`src/rtl/tbr_pkg.sv`:
```
package tbr_pkg;
  localparam int WORD_W    = 64;
  localparam int VALID_BIT = 63;
  localparam int CACHE_LO  = 59;
  localparam int TYPE_LO   = 56;
  localparam int ESZ_LO    = 48;
  localparam int BASE_LO   = 12;
  localparam int BASE_W    = 36;
  localparam int SHR_LO    = 10;
  localparam int PG_LO     = 8;
  localparam int SZ_W      = 8;

  localparam logic [2:0] TYPE_NONE  = 3'd0;
  localparam logic [2:0] CACHE_WAWB = 3'b101;
  localparam logic [1:0] SHR_INNER  = 2'b01;
  localparam logic [1:0] PG_4K      = 2'd0;
  localparam logic [1:0] PG_16K     = 2'd1;
  localparam logic [1:0] PG_64K     = 2'd2;

  typedef enum logic [2:0] {
    ST_IDLE, ST_RD_CFG, ST_WR, ST_RD_BACK, ST_EVAL, ST_DONE
  } tbr_state_e;
endpackage

```
`src/rtl/tbr_value_build.sv`:
```
module tbr_value_build
  import tbr_pkg::*;
#(
  parameter int HOST_PG = 2
) (
  input  logic [BASE_W-1:0] base_i,
  input  logic [2:0]        type_i,
  input  logic [4:0]        esz_i,
  input  logic [1:0]        shr_i,
  input  logic [1:0]        pg_i,
  output logic [WORD_W-1:0] value_o
);
  logic [2:0]      shamt;
  logic [SZ_W-1:0] ratio_m1;

  always_comb begin
    shamt    = (int'(pg_i) < HOST_PG) ? 3'(2 * (HOST_PG - int'(pg_i))) : 3'd0;
    ratio_m1 = SZ_W'((9'd1 << shamt) - 9'd1);
    value_o                   = '0;
    value_o[VALID_BIT]        = 1'b1;
    value_o[CACHE_LO +: 3]    = CACHE_WAWB;
    value_o[TYPE_LO +: 3]     = type_i;
    value_o[ESZ_LO +: 5]      = esz_i;
    value_o[BASE_LO +: BASE_W] = base_i;
    value_o[SHR_LO +: 2]      = shr_i;
    value_o[PG_LO +: 2]       = pg_i;
    value_o[SZ_W-1:0]         = ratio_m1;
  end
endmodule

```
`src/rtl/tbr_rb_cmp.sv`:
```
module tbr_rb_cmp
  import tbr_pkg::*;
(
  input  logic [WORD_W-1:0] wr_i,
  input  logic [WORD_W-1:0] rd_i,
  output logic              shr_diff_o,
  output logic              pg_diff_o,
  output logic              any_diff_o,
  output logic [1:0]        rd_shr_o
);
  assign shr_diff_o = wr_i[SHR_LO +: 2] != rd_i[SHR_LO +: 2];
  assign pg_diff_o  = wr_i[PG_LO +: 2]  != rd_i[PG_LO +: 2];
  assign any_diff_o = wr_i != rd_i;
  assign rd_shr_o   = rd_i[SHR_LO +: 2];
endmodule

```
`src/rtl/tbr_pg_step.sv`:
```
module tbr_pg_step
  import tbr_pkg::*;
(
  input  logic [1:0] pg_i,
  output logic       can_step_o,
  output logic [1:0] pg_dn_o
);
  always_comb begin
    can_step_o = 1'b0;
    pg_dn_o    = pg_i;
    unique case (pg_i)
      PG_64K:  begin can_step_o = 1'b1; pg_dn_o = PG_16K; end
      PG_16K:  begin can_step_o = 1'b1; pg_dn_o = PG_4K;  end
      default: ;
    endcase
  end
endmodule

```
`src/rtl/tbr_negotiator.sv`:
```
module tbr_negotiator
  import tbr_pkg::*;
#(
  parameter int NUM_REGS  = 8,
  parameter int HOST_PG   = 2,
  parameter int MAX_TRIES = 8,
  localparam int IDX_W    = (NUM_REGS > 1) ? $clog2(NUM_REGS) : 1,
  localparam int ADDR_W   = IDX_W + 3
) (
  input  logic                       clk_i,
  input  logic                       rst_ni,
  input  logic                       start_i,
  input  logic [NUM_REGS*BASE_W-1:0] base_i,
  output logic                       req_o,
  output logic                       we_o,
  output logic [ADDR_W-1:0]          addr_o,
  output logic [WORD_W-1:0]          wdata_o,
  input  logic                       ack_i,
  input  logic [WORD_W-1:0]          rdata_i,
  output logic                       busy_o,
  output logic                       done_o,
  output logic [NUM_REGS-1:0]        ok_mask_o,
  output logic                       fail_o,
  output logic [IDX_W-1:0]           fail_idx_o
);
  localparam int TRY_W = $clog2(MAX_TRIES + 1);
  localparam logic [IDX_W-1:0] LAST_IDX = IDX_W'(NUM_REGS - 1);
  localparam logic [1:0] PG_INIT = 2'(HOST_PG);

  tbr_state_e          state_q;
  logic [IDX_W-1:0]    idx_q;
  logic [2:0]          type_q;
  logic [4:0]          esz_q;
  logic [1:0]          shr_q, pg_q;
  logic [WORD_W-1:0]   wr_q, rb_q;
  logic [TRY_W-1:0]    tries_q;
  logic [NUM_REGS-1:0] ok_q;
  logic                fail_q;
  logic [IDX_W-1:0]    fail_idx_q;

  logic [WORD_W-1:0]   built;
  logic [BASE_W-1:0]   base_sel;
  logic                shr_diff, pg_diff, any_diff, can_step;
  logic [1:0]          rd_shr, pg_dn;
  logic                last_reg, tries_out;

  assign base_sel  = base_i[int'(idx_q)*BASE_W +: BASE_W];
  assign last_reg  = idx_q == LAST_IDX;
  assign tries_out = tries_q >= TRY_W'(MAX_TRIES);

  tbr_value_build #(.HOST_PG(HOST_PG)) u_build (
    .base_i (base_sel), .type_i(type_q), .esz_i(esz_q),
    .shr_i  (shr_q),    .pg_i  (pg_q),   .value_o(built)
  );

  tbr_rb_cmp u_cmp (
    .wr_i(wr_q), .rd_i(rb_q), .shr_diff_o(shr_diff), .pg_diff_o(pg_diff),
    .any_diff_o(any_diff), .rd_shr_o(rd_shr)
  );

  tbr_pg_step u_step (.pg_i(pg_q), .can_step_o(can_step), .pg_dn_o(pg_dn));

  always_ff @(posedge clk_i or negedge rst_ni) begin
    if (!rst_ni) begin
      state_q    <= ST_IDLE;
      idx_q      <= '0;
      type_q     <= '0;
      esz_q      <= '0;
      shr_q      <= SHR_INNER;
      pg_q       <= PG_INIT;
      wr_q       <= '0;
      rb_q       <= '0;
      tries_q    <= '0;
      ok_q       <= '0;
      fail_q     <= 1'b0;
      fail_idx_q <= '0;
    end else begin
      unique case (state_q)
        ST_IDLE: if (start_i) begin
          idx_q      <= '0;
          ok_q       <= '0;
          fail_q     <= 1'b0;
          fail_idx_q <= '0;
          shr_q      <= SHR_INNER;
          pg_q       <= PG_INIT;
          state_q    <= ST_RD_CFG;
        end
        ST_RD_CFG: if (ack_i) begin
          type_q  <= rdata_i[TYPE_LO +: 3];
          esz_q   <= rdata_i[ESZ_LO +: 5];
          tries_q <= '0;
          if (rdata_i[TYPE_LO +: 3] == TYPE_NONE) begin
            if (last_reg) state_q <= ST_DONE;
            else idx_q <= idx_q + 1'b1;
          end else begin
            state_q <= ST_WR;
          end
        end
        ST_WR: if (ack_i) begin
          wr_q    <= built;
          tries_q <= tries_q + 1'b1;
          state_q <= ST_RD_BACK;
        end
        ST_RD_BACK: if (ack_i) begin
          rb_q    <= rdata_i;
          state_q <= ST_EVAL;
        end
        ST_EVAL: begin
          if (shr_diff || (pg_diff && can_step)) begin
            if (shr_diff) shr_q <= rd_shr;
            else          pg_q  <= pg_dn;
            if (tries_out) begin
              fail_q     <= 1'b1;
              fail_idx_q <= idx_q;
              state_q    <= ST_DONE;
            end else begin
              state_q <= ST_WR;
            end
          end else if (any_diff) begin
            fail_q     <= 1'b1;
            fail_idx_q <= idx_q;
            state_q    <= ST_DONE;
          end else begin
            ok_q[idx_q] <= 1'b1;
            if (last_reg) state_q <= ST_DONE;
            else begin
              idx_q   <= idx_q + 1'b1;
              state_q <= ST_RD_CFG;
            end
          end
        end
        ST_DONE: state_q <= ST_IDLE;
        default: state_q <= ST_IDLE;
      endcase
    end
  end

  assign req_o      = (state_q == ST_RD_CFG) || (state_q == ST_WR) || (state_q == ST_RD_BACK);
  assign we_o       = state_q == ST_WR;
  assign addr_o     = {idx_q, 3'b000};
  assign wdata_o    = we_o ? built : '0;
  assign busy_o     = state_q != ST_IDLE;
  assign done_o     = state_q == ST_DONE;
  assign ok_mask_o  = ok_q;
  assign fail_o     = fail_q;
  assign fail_idx_o = fail_idx_q;


  req_hold_chk: assert property (@(posedge clk_i) disable iff (!rst_ni)
    req_o && !ack_i |=> req_o && $stable(addr_o) && $stable(we_o) && $stable(wdata_o));


  skip_no_write_chk: assert property (@(posedge clk_i) disable iff (!rst_ni)
    (state_q == ST_RD_CFG) && ack_i && (rdata_i[TYPE_LO +: 3] == TYPE_NONE) |=> !we_o);


  pg_down_chk: assert property (@(posedge clk_i) disable iff (!rst_ni)
    busy_o && $past(busy_o) && (pg_q != $past(pg_q)) |-> pg_q < $past(pg_q));


  fail_at_done_chk: assert property (@(posedge clk_i) disable iff (!rst_ni)
    $rose(fail_o) |-> done_o);


  mask_idle_chk: assert property (@(posedge clk_i) disable iff (!rst_ni)
    !busy_o && !start_i |=> $stable(ok_mask_o));


  try_limit_chk: assert property (@(posedge clk_i) disable iff (!rst_ni)
    tries_q <= TRY_W'(MAX_TRIES));


  done_pulse_chk: assert property (@(posedge clk_i) disable iff (!rst_ni)
    done_o |=> !done_o && !busy_o);
endmodule

```
`config.mk`:
```
export PLATFORM = sky130hd
export DESIGN_NAME = tbr_negotiator
export DESIGN_NICKNAME = d
export VERILOG_FILES = /design/src/rtl/tbr_pkg.sv /design/src/rtl/tbr_value_build.sv /design/src/rtl/tbr_rb_cmp.sv /design/src/rtl/tbr_pg_step.sv /design/src/rtl/tbr_negotiator.sv
export SDC_FILE = /design/constraint.sdc
export NUM_CORES = 1
export LEC_CHECK = 0
export BUFFER_PORTS_ARGS = -buffer_cell sky130_fd_sc_hd__buf_2
export CORE_AREA = 2 2 171 173
export DETAILED_ROUTE_END_ITERATION = 16
export DIE_AREA = 0 0 173 175
export PLACE_DENSITY = 0.63
export SYNTH_ARGS = -nofsm -noshare
export SYNTH_HDL_FRONTEND = slang
export SYNTH_SLANG_ARGS = --single-unit
```
`constraint.sdc`:
```
create_clock -name clk_i -period 2.8 [get_ports clk_i]
set_clock_uncertainty 0.05 [all_clocks]
set_input_delay 0.28 -clock clk_i [delete_from_list [all_inputs] [get_ports clk_i]]
set_output_delay 0.28 -clock clk_i [all_outputs]
set_load 0.01 [all_outputs]
```
==> impl_metrics.ini <==
[status]
status = complete, no violations

[synth]
ys_types = 53
syn_area_mm2 = 0.00852
async_reset_ff_share_pct = 100
ys_ff_latch = 151
synth_edf_count = 0
synth_area_per_cell_um2 = 9.93
ys_seq_area_share_pct = 44.4
synth_warnings = 0
synth_ff_type = dfrtp_1
syn_inst = 858

[drt]
wl_um = 41500
dr.pass1.iters = 9
vias = 9015
wl_per_cell_um = 24.8
antenna_left = 0
post-route-drc-count = 0
vias_per_cell = 5.39
drt_iter0_drc = 881

[clock_tree]
cts.clk_slew.worst_paths_ns = 0.08
cts_buffers = 17
cts_sinks = 151
post_cts_buffers = 0
htreeDepth = 4
clockRootBuffer = clkbuf_16
cts_tree = built
clk_latency_ns = 0.44
clock_path_buffers = 2

[timing]
setup_tns_ns = 0
finalSetupViolCount = 0
slew_viol_final = 0
tightest_slew_ns = 0.731
fmax_ghz = 0.367
hold_viol = 0
min_period_ns = 2.73
fin_crit_sh_pct = 97.3
slew_headroom_pct = 51.2
rsz0062_at_grt = no

[floorplan]
core_area_mm2 = 0.0284
dieArea_mm2 = 0.0303
die-width_um = 173
io_pins = 442
die_h_um = 175
initial_core_util_pct = 30.0
num_rows = 62

[final_layout]
finalNonFillerCells = 1672
nets = 1631
fin_util_pct = 41.8
mostFrequentLayoutCells = buf_2 (430), dfrtp_1 (147), a22oi_1 (144)
layout-drive-gt1-share_pct = 45.7
syn_to_final_growth_pct = 39.2
final_common_cell = buf_2
design_area_mm2 = 0.0119

[setup_path]
setup.worst_path.class = reg -> out
critPathLaunchType = flip-flop
required_ns = 2.47
cp.arrival_ns = 2.40
path_max_fanout = 22
critical_path.endpoint_type = output port

[place]
hpwlAfterDp_um = 33200
dpl.cell_count = 1631
placed_area_mm2 = 0.0112
gp_congestion = 1.09
portBuffers = 431

[power_and_ir_drop]
p_per_area_mw_per_mm2 = 1010
pwr-share-seq_pct = 33.8
comb_power_share_pct = 45.3
p_leak_nw = 5.56
p_sw_mw = 4.88
vdd_drop_max_mv = 0.401
power.share.clock_pct = 20.9
p_sw_share_pct = 40.8
internal_power_mw = 7.08

[global_route]
grt_max_degree = 56
grt_pass1_vias = 8757
track_usage_pct = 26.5
gr-total-overflow = 0
antenna_found_initial = 24
grt_pass1_wl_um = 58500

[worst_hold_path]
hp-class = in -> reg

[run]
max_cap_violations = 0
layer usage:
metal  vias up  wire, µm  global-route usage, %
met5         -       161                      0
met4        28       935                   7.59
met3        90      4300                   9.64
met2       551     19500                   42.4
met1      4388     16600                   33.7
li1       3958         -                      -
metrics by stage:
step	power [mW]	hold slack (ns)	setup WS (ns)
2_1_floorplan	7.21	-0.0656	0.625
3_3_place_gp	9.37	0.146	0.325
3_5_place_dp	9.44	0.144	0.292
4_1_cts	12.0	0.0139	0.0818
5_1_grt	12.7	0.0131	0.00912
6_report	12.0	0.0275	0.0747
kinds of logic (layout without fill, tap and decap cells):
kind of cell	Yosys count	after routing	share of synthesized area, %
AOI/OAI and AO/OA	230	230	18.9
buffers and inverters	95	508	5.02
adders and majority gates	8	8	1.17
and+or+nand+nor	249	249	15.6
DFF	151	151	44.4
xor gates and xnor gates	49	49	5.04
other	1	18	0.0440
muxes	75	75	9.88
synthesized netlist by cell type, drive strengths merged, types with 2 or more instances:
cell,n,area [µm²]
o31ai,4,43.8
and2,2,12.5
o21a,8,60.1
xnor2,27,236
nor4,9,75.1
xor2,22,193
o21ai,15,75.1
buf,27,173
dfstp,2,52.6
nand3,5,30.0
or3,2,12.5
nor2b,3,18.8
a22oi,144,1080
mux2,73,822
nand2,51,191
and3,19,119
mux2i,2,20.0
a22o,4,35.0
or2,2,12.5
and4,36,315
nand4,7,43.8
inv,18,67.6
a21oi,44,220
dfrtp,149,3730
o211ai,2,15.0
nor3,17,105
clkbuf,50,188
nor3b,3,22.5
ha,8,100
nand2b,3,18.8
nor2,87,327
cell type report:
class / instances / area, µm²
multi-input combinational: 621 / 4400
antenna: 8 / 20.0
inverter: 18 / 67.6
fill: 2898 / 16500
timing repair buffer: 458 / 2480
clock buffer: 18 / 429
tap: 384 / 480
clock inverter: 14 / 208
sequential: 151 / 3780
final timing paths:
kind                        startpoint  cells past startpoint           to  slack [ns]
max                           idx_q[0]                      7  wdata_o[41]        0.07
min                        rdata_i[61]                      2     rb_q[61]        0.03
max reg2reg                    rb_q[6]                      6     idx_q[0]        0.32
min reg2reg                    pg_q[1]                      2      pg_q[1]        0.44
max in group asynchronous       rst_ni                      3     shr_q[0]        1.65
min in group asynchronous       rst_ni                      2      pg_q[0]        0.28
power by group through the flow:
stage / clock network, mW / logic (mW) / registers [mW]
final: 2.50 / 5.42 / 4.05
after global routing: 2.64 / 5.86 / 4.17
after CTS: 2.54 / 5.41 / 4.04
after detailed placement: 0 / 5.38 / 4.06
after global placement: 0 / 5.35 / 4.02
after floorplan: 0 / 3.46 / 3.75
timing repair:
item,4_1_cts,5_1_grt
hold buffers,1,0
endpoints found under the setup margin,2,1
gates cloned,0,0
resized for setup,2,1
hold endpoints to repair,32,0
worst max-delay path: stages (launching register included):
cell and delay [ns]:
dfrtp_2 0.49, buf_4 0.20, and3_2 0.19, buf_4 0.23
a22oi_1 0.25, and4_1 0.36, nor2_1 0.07, buf_2 0.16
flip-flops by register name (all words and copies together) (netlist names):
| signal | flops |
|---|---|
| rb_q | 64 |
| wr_q | 53 |
| ok_mask_o | 8 |
| esz_q | 5 |
| tries_q | 4 |
| fail_idx_o | 3 |
| idx_q | 3 |
| state_q | 3 |
| type_q | 3 |
| pg_q | 2 |
| shr_q | 2 |
| fail_o | 1 |
No activity file was read; power rests on OpenSTA's default activity.
